File: src/rtl/pwd_pkg.sv
package pwd_pkg;
  // Register select encoding for the strobe port.
  typedef enum logic {
    SEL_MASK = 1'b0,
    SEL_CTRL = 1'b1
  } reg_sel_e;

  localparam int unsigned GATE_W = 2;
endpackage

File: src/rtl/pwd_ctrl_regs.sv
module pwd_ctrl_regs
  import pwd_pkg::*;
#(
  parameter int unsigned DATA_W              = 32,
  parameter int unsigned NUM_CHUNKS          = 32,
  parameter int unsigned GATE_LSB            = 7,
  parameter logic [GATE_W-1:0] GATE_CODE     = 2'b01
) (
  input  logic                  clk,
  input  logic                  rst_n,
  input  logic                  wr_en,
  input  logic                  rd_en,
  input  reg_sel_e              sel,
  input  logic [DATA_W-1:0]     wdata,
  output logic [DATA_W-1:0]     rdata,
  output logic [NUM_CHUNKS-1:0] chunk_en,
  output logic                  gate_open
);
  logic [NUM_CHUNKS-1:0] mask_q;
  logic [DATA_W-1:0]     ctrl_q;

  function automatic logic f_gate(input logic [DATA_W-1:0] c);
    return c[GATE_LSB +: GATE_W] == GATE_CODE;
  endfunction

  always_ff @(posedge clk or negedge rst_n) begin
    if (!rst_n) begin
      mask_q <= '0;
      ctrl_q <= '0;
    end else if (wr_en) begin
      if (sel == SEL_MASK) mask_q <= wdata[NUM_CHUNKS-1:0];
      else                 ctrl_q <= wdata;
    end
  end

  always_comb begin
    rdata = '0;
    if (rd_en) rdata = (sel == SEL_CTRL) ? ctrl_q : DATA_W'(mask_q);
  end

  assign chunk_en  = mask_q;
  assign gate_open = f_gate(ctrl_q);
endmodule

File: src/rtl/pwd_window_mask.sv
module pwd_window_mask #(
  parameter int unsigned NUM_CHUNKS = 32
) (
  input  logic                  gate_open,
  input  logic [NUM_CHUNKS-1:0] chunk_en,
  output logic [NUM_CHUNKS-1:0] allowed_map
);
  // The lowest and highest windows are hard-masked; the rest follow gate and mask.
  for (genvar i = 0; i < NUM_CHUNKS; i++) begin : g_win
    if (i == 0 || i == NUM_CHUNKS - 1) begin : g_reserved
      assign allowed_map[i] = 1'b0;
    end else begin : g_open
      assign allowed_map[i] = gate_open & chunk_en[i];
    end
  end
endmodule

File: src/rtl/pwd_addr_match.sv
module pwd_addr_match #(
  parameter int unsigned ADDR_W              = 32,
  parameter int unsigned NUM_CHUNKS          = 32,
  parameter int unsigned CHUNK_SHIFT         = 23,
  parameter logic [ADDR_W-1:0] REGION_BASE   = 32'hF000_0000,
  localparam int unsigned IDX_W              = $clog2(NUM_CHUNKS)
) (
  input  logic                  clk,
  input  logic                  rst_n,
  input  logic                  addr_valid,
  input  logic [ADDR_W-1:0]     addr_in,
  input  logic [NUM_CHUNKS-1:0] allowed_map,
  output logic                  in_region_w,
  output logic [IDX_W-1:0]      chunk_w,
  output logic                  hit_q,
  output logic [IDX_W-1:0]      chunk_q,
  output logic [ADDR_W-1:0]     addr_q
);
  localparam int unsigned REGION_SHIFT = CHUNK_SHIFT + IDX_W;

  function automatic logic f_in_region(input logic [ADDR_W-1:0] a);
    return a[ADDR_W-1:REGION_SHIFT] == REGION_BASE[ADDR_W-1:REGION_SHIFT];
  endfunction

  function automatic logic [IDX_W-1:0] f_chunk(input logic [ADDR_W-1:0] a);
    return a[CHUNK_SHIFT +: IDX_W];
  endfunction

  logic hit_d;
  assign in_region_w = f_in_region(addr_in);
  assign chunk_w     = f_chunk(addr_in);
  assign hit_d       = addr_valid & in_region_w & allowed_map[chunk_w];

  always_ff @(posedge clk or negedge rst_n) begin
    if (!rst_n) begin
      hit_q   <= 1'b0;
      chunk_q <= '0;
      addr_q  <= '0;
    end else begin
      hit_q <= hit_d;
      if (addr_valid) begin
        chunk_q <= chunk_w;
        addr_q  <= addr_in;
      end
    end
  end
endmodule

File: src/rtl/pci_window_decode.sv
module pci_window_decode
  import pwd_pkg::*;
#(
  parameter int unsigned ADDR_W              = 32,
  parameter int unsigned DATA_W              = 32,
  parameter int unsigned NUM_CHUNKS          = 32,
  parameter int unsigned CHUNK_SHIFT         = 23,
  parameter int unsigned GATE_LSB            = 7,
  parameter logic [1:0]  GATE_CODE           = 2'b01,
  parameter logic [ADDR_W-1:0] REGION_BASE   = 32'hF000_0000,
  localparam int unsigned IDX_W              = $clog2(NUM_CHUNKS)
) (
  input  logic              clk,
  input  logic              rst_n,
  input  logic              reg_wr,
  input  logic              reg_rd,
  input  logic              reg_sel,
  input  logic [DATA_W-1:0] reg_wdata,
  output logic [DATA_W-1:0] reg_rdata,
  input  logic              addr_valid,
  input  logic [ADDR_W-1:0] addr_in,
  output logic              fwd_hit,
  output logic [IDX_W-1:0]  fwd_chunk,
  output logic [ADDR_W-1:0] fwd_addr
);
  logic [NUM_CHUNKS-1:0] chunk_en_w;
  logic                  gate_open_w;
  logic [NUM_CHUNKS-1:0] allowed_map_w;
  logic                  in_region_w;
  logic [IDX_W-1:0]      addr_chunk_w;

  pwd_ctrl_regs #(
    .DATA_W(DATA_W), .NUM_CHUNKS(NUM_CHUNKS),
    .GATE_LSB(GATE_LSB), .GATE_CODE(GATE_CODE)
  ) u_regs (
    .clk(clk), .rst_n(rst_n), .wr_en(reg_wr), .rd_en(reg_rd),
    .sel(reg_sel_e'(reg_sel)), .wdata(reg_wdata), .rdata(reg_rdata),
    .chunk_en(chunk_en_w), .gate_open(gate_open_w)
  );

  pwd_window_mask #(.NUM_CHUNKS(NUM_CHUNKS)) u_mask (
    .gate_open(gate_open_w), .chunk_en(chunk_en_w), .allowed_map(allowed_map_w)
  );

  pwd_addr_match #(
    .ADDR_W(ADDR_W), .NUM_CHUNKS(NUM_CHUNKS),
    .CHUNK_SHIFT(CHUNK_SHIFT), .REGION_BASE(REGION_BASE)
  ) u_match (
    .clk(clk), .rst_n(rst_n), .addr_valid(addr_valid), .addr_in(addr_in),
    .allowed_map(allowed_map_w), .in_region_w(in_region_w), .chunk_w(addr_chunk_w),
    .hit_q(fwd_hit), .chunk_q(fwd_chunk), .addr_q(fwd_addr)
  );


  gate_required_chk: assert property (@(posedge clk) disable iff (!rst_n)
    fwd_hit |-> $past(gate_open_w));


  mask_bit_required_chk: assert property (@(posedge clk) disable iff (!rst_n)
    fwd_hit |-> $past(chunk_en_w[addr_chunk_w]));


  reserved_window_chk: assert property (@(posedge clk) disable iff (!rst_n)
    fwd_hit |-> (fwd_chunk != '0 && fwd_chunk != IDX_W'(NUM_CHUNKS - 1)));


  region_only_chk: assert property (@(posedge clk) disable iff (!rst_n)
    fwd_hit |-> $past(in_region_w));


  addr_pass_chk: assert property (@(posedge clk) disable iff (!rst_n)
    $past(addr_valid && rst_n) |-> (fwd_addr == $past(addr_in)));


  valid_required_chk: assert property (@(posedge clk) disable iff (!rst_n)
    fwd_hit |-> $past(addr_valid));
endmodule

File: config.mk
export PLATFORM = sky130hd
export DESIGN_NAME = pci_window_decode
export DESIGN_NICKNAME = d
export VERILOG_FILES = /design/src/rtl/pwd_pkg.sv /design/src/rtl/pwd_ctrl_regs.sv /design/src/rtl/pwd_window_mask.sv /design/src/rtl/pwd_addr_match.sv /design/src/rtl/pci_window_decode.sv
export SDC_FILE = /design/constraint.sdc
export NUM_CORES = 1
export LEC_CHECK = 0
export ABC_AREA = 1
export BUFFER_PORTS_ARGS = -buffer_cell sky130_fd_sc_hd__buf_4
export CAP_MARGIN = 20
export CELL_PAD_IN_SITES_DETAIL_PLACEMENT = 0
export CELL_PAD_IN_SITES_GLOBAL_PLACEMENT = 2
export CORE_MARGIN = 2
export CORE_UTILIZATION = 25
export CTS_CLUSTER_DIAMETER = 50
export DETAILED_ROUTE_END_ITERATION = 6
export PLACE_DENSITY_LB_ADDON = 0.25
export SETUP_SLACK_MARGIN = 0.4
export SKIP_CTS_REPAIR_TIMING = 1
export SLEW_MARGIN = 15
export SYNTH_ARGS = -nofsm -noshare
export SYNTH_HDL_FRONTEND = slang
export SYNTH_HIERARCHICAL = 1
export SYNTH_SLANG_ARGS = --single-unit
File: constraint.sdc
create_clock -name clk -period 1.9 [get_ports clk]
set_input_delay 0.095 -clock clk [delete_from_list [all_inputs] [get_ports clk]]
set_output_delay 0.095 -clock clk [all_outputs]
set_load 0.05 [all_outputs]
# Word-level counts from Yosys, hierarchy flattened
# Index checks and enable logic that the tools add are counted.
dict set report op_classes {
  order_cmp 1
  n_reduce_logical 2
  n_bitwise 33
  n_eq_ne 2
  mux 4
}
# cell n
set ops {}
lappend ops {{2-to-1 mux 32 bit} 2}
lappend ops {{AND 1 bit} 32}
lappend ops {{less-than comparator 5 x 6 -> 1 bit, second input constant} 1}
lappend ops {{binary-select mux 1 bit (select 5 bit)} 1}
lappend ops {{equality test 4 bit, second input constant} 1}
lappend ops {{AND reduction 2 bit} 2}
lappend ops {{equality test 2 x 1 -> 1 bit, second input constant} 1}
lappend ops {{2-to-1 mux 1 bit} 1}
lappend ops {{NOT 1 bit} 1}
dict set report totals {
  reg_bits 102
  out_inout_bits 70
}

# Logic depth before layout (Yosys ltp)
dict set report logic_depth {
  ltp_word 5
  mapped_depth 13
  ltp_nobuf 12
}

# Modules after synthesis
# The synthesis kept the hierarchy.
# module area_per_inst_um2 cells_per_inst instances seq_area_each_um2
set by_module_without_submodules {}
lappend by_module_without_submodules {pwd_ctrl_regs 3229.3 450 1 1601.5}
lappend by_module_without_submodules {pwd_addr_match 1687.9 170 1 825.8}
lappend by_module_without_submodules {pwd_window_mask 277.8 66 1 0.0}

# Worst setup path after synthesis
# No wires, ideal clock.
dict set report synth_path {
  kind {flip-flop to flip-flop}
  startpoint {register u_regs.ctrl_q[8]}
  endpoint {register u_match.hit_q}
  n_path_buf 1
  stages_incl_launch_ff 13
  synth_period_minus_slack_ps 1388
  slack_ps 512
  setup_time_ps 71
  required_time_ps 1829
  arrival_time_ps 1317
  path_cell_list {dfrtp_1 nor2_1 buf_6 nand2_1 inv_1 nor2_1 nor2_1 o21ai_1 o21ai_1 nor2_1 nor2_1 nor2_1 nor2_1}
}
dict set report synth_via {
  elab_chain_len 5
  elab_cells_between_ends 34
}
# item line
set synth_lines {}
lappend synth_lines {{from (decl)} pwd_ctrl_regs.sv:20} ;# logic [DATA_W-1:0] ctrl_q;
lappend synth_lines {{from (signal assigned)} pwd_ctrl_regs.sv:32} ;# else ctrl_q <= wdata;
lappend synth_lines {{equality test 2 x 1 -> 1 bit} pwd_ctrl_regs.sv:23} ;# return c[GATE_LSB +: GATE_W] == GATE_CODE;
lappend synth_lines {{named net gate_open_w} pci_window_decode.sv:27} ;# logic gate_open_w;
lappend synth_lines {{AND 1 bit} pwd_window_mask.sv:13} ;# assign allowed_map[i] = gate_open & chunk_en[i];
lappend synth_lines {{named net allowed_map_w[6]} pci_window_decode.sv:28} ;# logic [NUM_CHUNKS-1:0] allowed_map_w;
lappend synth_lines {{binary-select mux 1 bit (select 5 bit)} pwd_addr_match.sv:32} ;# assign hit_d = addr_valid & in_region_w & allowed_map[chunk_w];
lappend synth_lines {{2-to-1 mux 1 bit (implied by the code)} pwd_addr_match.sv:32}
lappend synth_lines {{AND 1 bit} pwd_addr_match.sv:32}
lappend synth_lines {{named net u_match.hit_d} pwd_addr_match.sv:29} ;# logic hit_d;
lappend synth_lines {{to (signal assigned)} pwd_addr_match.sv:40} ;# hit_q <= hit_d;
lappend synth_lines {{to (decl)} pwd_addr_match.sv:15} ;# output logic hit_q,
# The timed path passes the listed nets, and every way through them passes these cells. The select of a mux whose other input is x is not followed.
# A chain may end at the register's enable or synchronous reset.

# Worst setup path after layout
# Ends and elaborated chain as after synthesis.

==> impl_metrics.toml <==
[run_status]
status = "complete, but fails checks"
violations = "negative hold slack"

[global_route]
grt-ovfl-total = 0
use_met2_pct = 22.1
antenna_found_initial = 0
grt_start_max_net_pins = 63
track_usage_pct = 13.9
busiest_layer = "met2"
grtUsageMet1_pct = 19.4
grt_pass1_vias = 4456
grt_util_met3_pct = 2.22
grt_pass1_wl_mm = 24.0

[placed_design]
dp_slack_ns = 0.353
post-dp-hpwl_mm = 10.2
gp_congestion = 0.716
dpl_cell_area_um2 = 6260
portBuffers = 139

[setup_path]
worstPathRequired_ns = 2.19
cpPeakStageDelay_ns = 0.40
worstSetupStartpointType = "flip-flop"
critical_path_peak_fanout = 30
cp_slowest_cell = "dfrtp_1"
endpoint_kind = "flip-flop"
crit_chain = "nor2_2 -> buf_12 -> nand2_1 -> inv_1 -> nand2_1 -> nand3_2 -> nand2_1 -> nand2_1 -> nand2_1 -> nor2_1 -> nor2_1 -> nor2_1"
reg2regPathDepth = 12
cpMostUsedCell = "nand2_1"
crit_type = "reg2reg"
worstPathArrival_ns = 1.73

[sta]
min_period_over_period_pct = 76.2
hold_viol_final = 21
rsz0062_at_grt = "yes"
worstMarginPinSlew_ns = 0.694
slew_viol_final = 0
finalSetupTns_ns = 0
timing.fmax_mhz = 691
fin_hold_ws_ns = -0.0167
setup_viol = 0
clock_skew_ns = 0.00849
timing.final.ws_setup_ns = 0.452
period_minus_slack_ns = 1.45
max-slew-margin-rel_pct = 53.7

[routing]
dr_total_vias = 4655
drt_first_pass_iters = 4
viasPerCell = 4.20
drt-initial-drc-count = 170
drc_errors = 0
routedWlPerCell_um = 13.6
drtAntennaViolNets = 0
finalWirelength_mm = 15.0

[hold_path]
holdCritPathClass = "in2reg"
worstHoldPathCells = 3

[clock_network]
cts_buffers = 9
cts_tree = "done"
ctsHtreeMaxLevel = 3
clock_latency_ns = 0.35
cts_num_sinks = 97
clock_path_buffers = 2
root_buffer = "clkbuf_16"
clk_pin_slew_worst_paths_ns = 0.08

[power]
pwr-share-seq_pct = 41.6
p_per_area_nw_per_um2 = 849
p_leak_uw = 0.00383
p_int_uw = 3810
p_switching_uw = 2120
pwr-share-comb_pct = 27.5
power.share.clock_pct = 31.0
p_sw_share_pct = 35.8
peakVddDrop_uv = 351

[floorplan]
fp.dieH_um = 148
io-pin-count = 140
initial_core_util_pct = 25.5
die_w_um = 148
rows = 52
dieArea_um2 = 21800
core_um2 = 20200

[logic_synthesis]
syn_inst = 681
postSynthAreaPerCell_um2 = 7.57
syn_area_um2 = 5160
ys_warn_count = 6

[layout]
nets = 903
synthToLayoutAreaGrowth_pct = 35.4
drive_gt1_share_pct = 24.1
final_core_util_pct = 34.5
regArea_um2 = 2430
finalInstanceArea_um2 = 6980
multiInputGateArea_um2 = 2100
nFillCells = 2188
n_antenna_cell = 0

[flow_run]
drv_cap = 0
==> registers in the layout, summed over array words and instances, names as in the netlist <==
| name | count |
|---|---|
| u_match/addr_q | 28 |
| u_match/hit_q | 1 |
| u_regs/chunk_en | 32 |
| u_match/chunk_q | 4 |
| u_regs/ctrl_q | 32 |
==> power groups by stage <==
stage | Sequential [uW] | Clock, uW | Combinational, uW
6_report | 2460 | 1830 | 1630
3_5_place_dp | 2510 | 0 | 1570
4_1_cts | 2470 | 1920 | 1580
3_3_place_gp | 2500 | 0 | 1570
2_1_floorplan | 2700 | 0 | 863
5_1_grt | 2500 | 1990 | 1790
==> critical path: cells and delay by family, from the launching register on <==
kind	cells	cell delay, ns
buffers and inverters	2	0.23
and+or+nand+nor	10	0.76
DFF	1	0.40
==> layer usage <==
metal	wire length [um]	share of wire (%)
met5	0	0
met4	219	1.5
met3	533	3.5
met2	7050	47
met1	7240	48
==> cells in the final DEF, fill, tap and decap left out <==
| master | count |
|---|---|
| nand2_2 | 7 |
| nor3_1 | 1 |
| and2_1 | 1 |
| buf_4 | 144 |
| o21ai_1 | 3 |
| buf_12 | 3 |
| conb_1 | 2 |
| nand2_1 | 257 |
| inv_6 | 3 |
| inv_2 | 2 |
| a21oi_1 | 7 |
| clkbuf_16 | 9 |
| dlygate4sd3_1 | 41 |
| inv_1 | 67 |
| nor2_1 | 78 |
| dfrtp_1 | 97 |
| nand3_1 | 82 |
| clkinv_8 | 1 |
| nor2_2 | 1 |
| mux2_2 | 25 |
| inv_8 | 2 |
| clkinv_4 | 2 |
| nand3_2 | 3 |
==> cell type report <==
| class | count | share of cell area (%) |
|---|---|---|
| Inverter | 70 | 3.87 |
| Timing Repair Buffer | 188 | 22.2 |
| Clock inverter | 7 | 1.02 |
| Multi-Input combinational cell | 467 | 30.1 |
| Tap cell | 270 | 4.84 |
| Sequential cell | 97 | 34.8 |
| Clock buffer | 9 | 3.23 |
==> metrics by stage <==
step                cells  power (uW)
floorplan             682        3560
global placement     1051        4070
detailed placement   1051        4080
CTS                  1067        5970
global route         1108        6280
finish               1108        5930
==> worst paths after layout <==
path	startpoint	slack, ns	endpoint
hold reg to reg	u_regs/ctrl_q[24]	0.47	u_regs/ctrl_q[24]
min in group asynchronous	rst_n	0.22	u_regs/ctrl_q[31]
setup / recovery	u_regs/ctrl_q[8]	0.45	u_match/hit_q
setup reg to reg	u_regs/ctrl_q[8]	0.45	u_match/hit_q
hold / removal	reg_wdata[10]	-0.02	u_regs/ctrl_q[10]
max in group asynchronous	rst_n	0.99	u_regs/chunk_en[8]
Note: power is estimated with default switching activity, not from simulation.
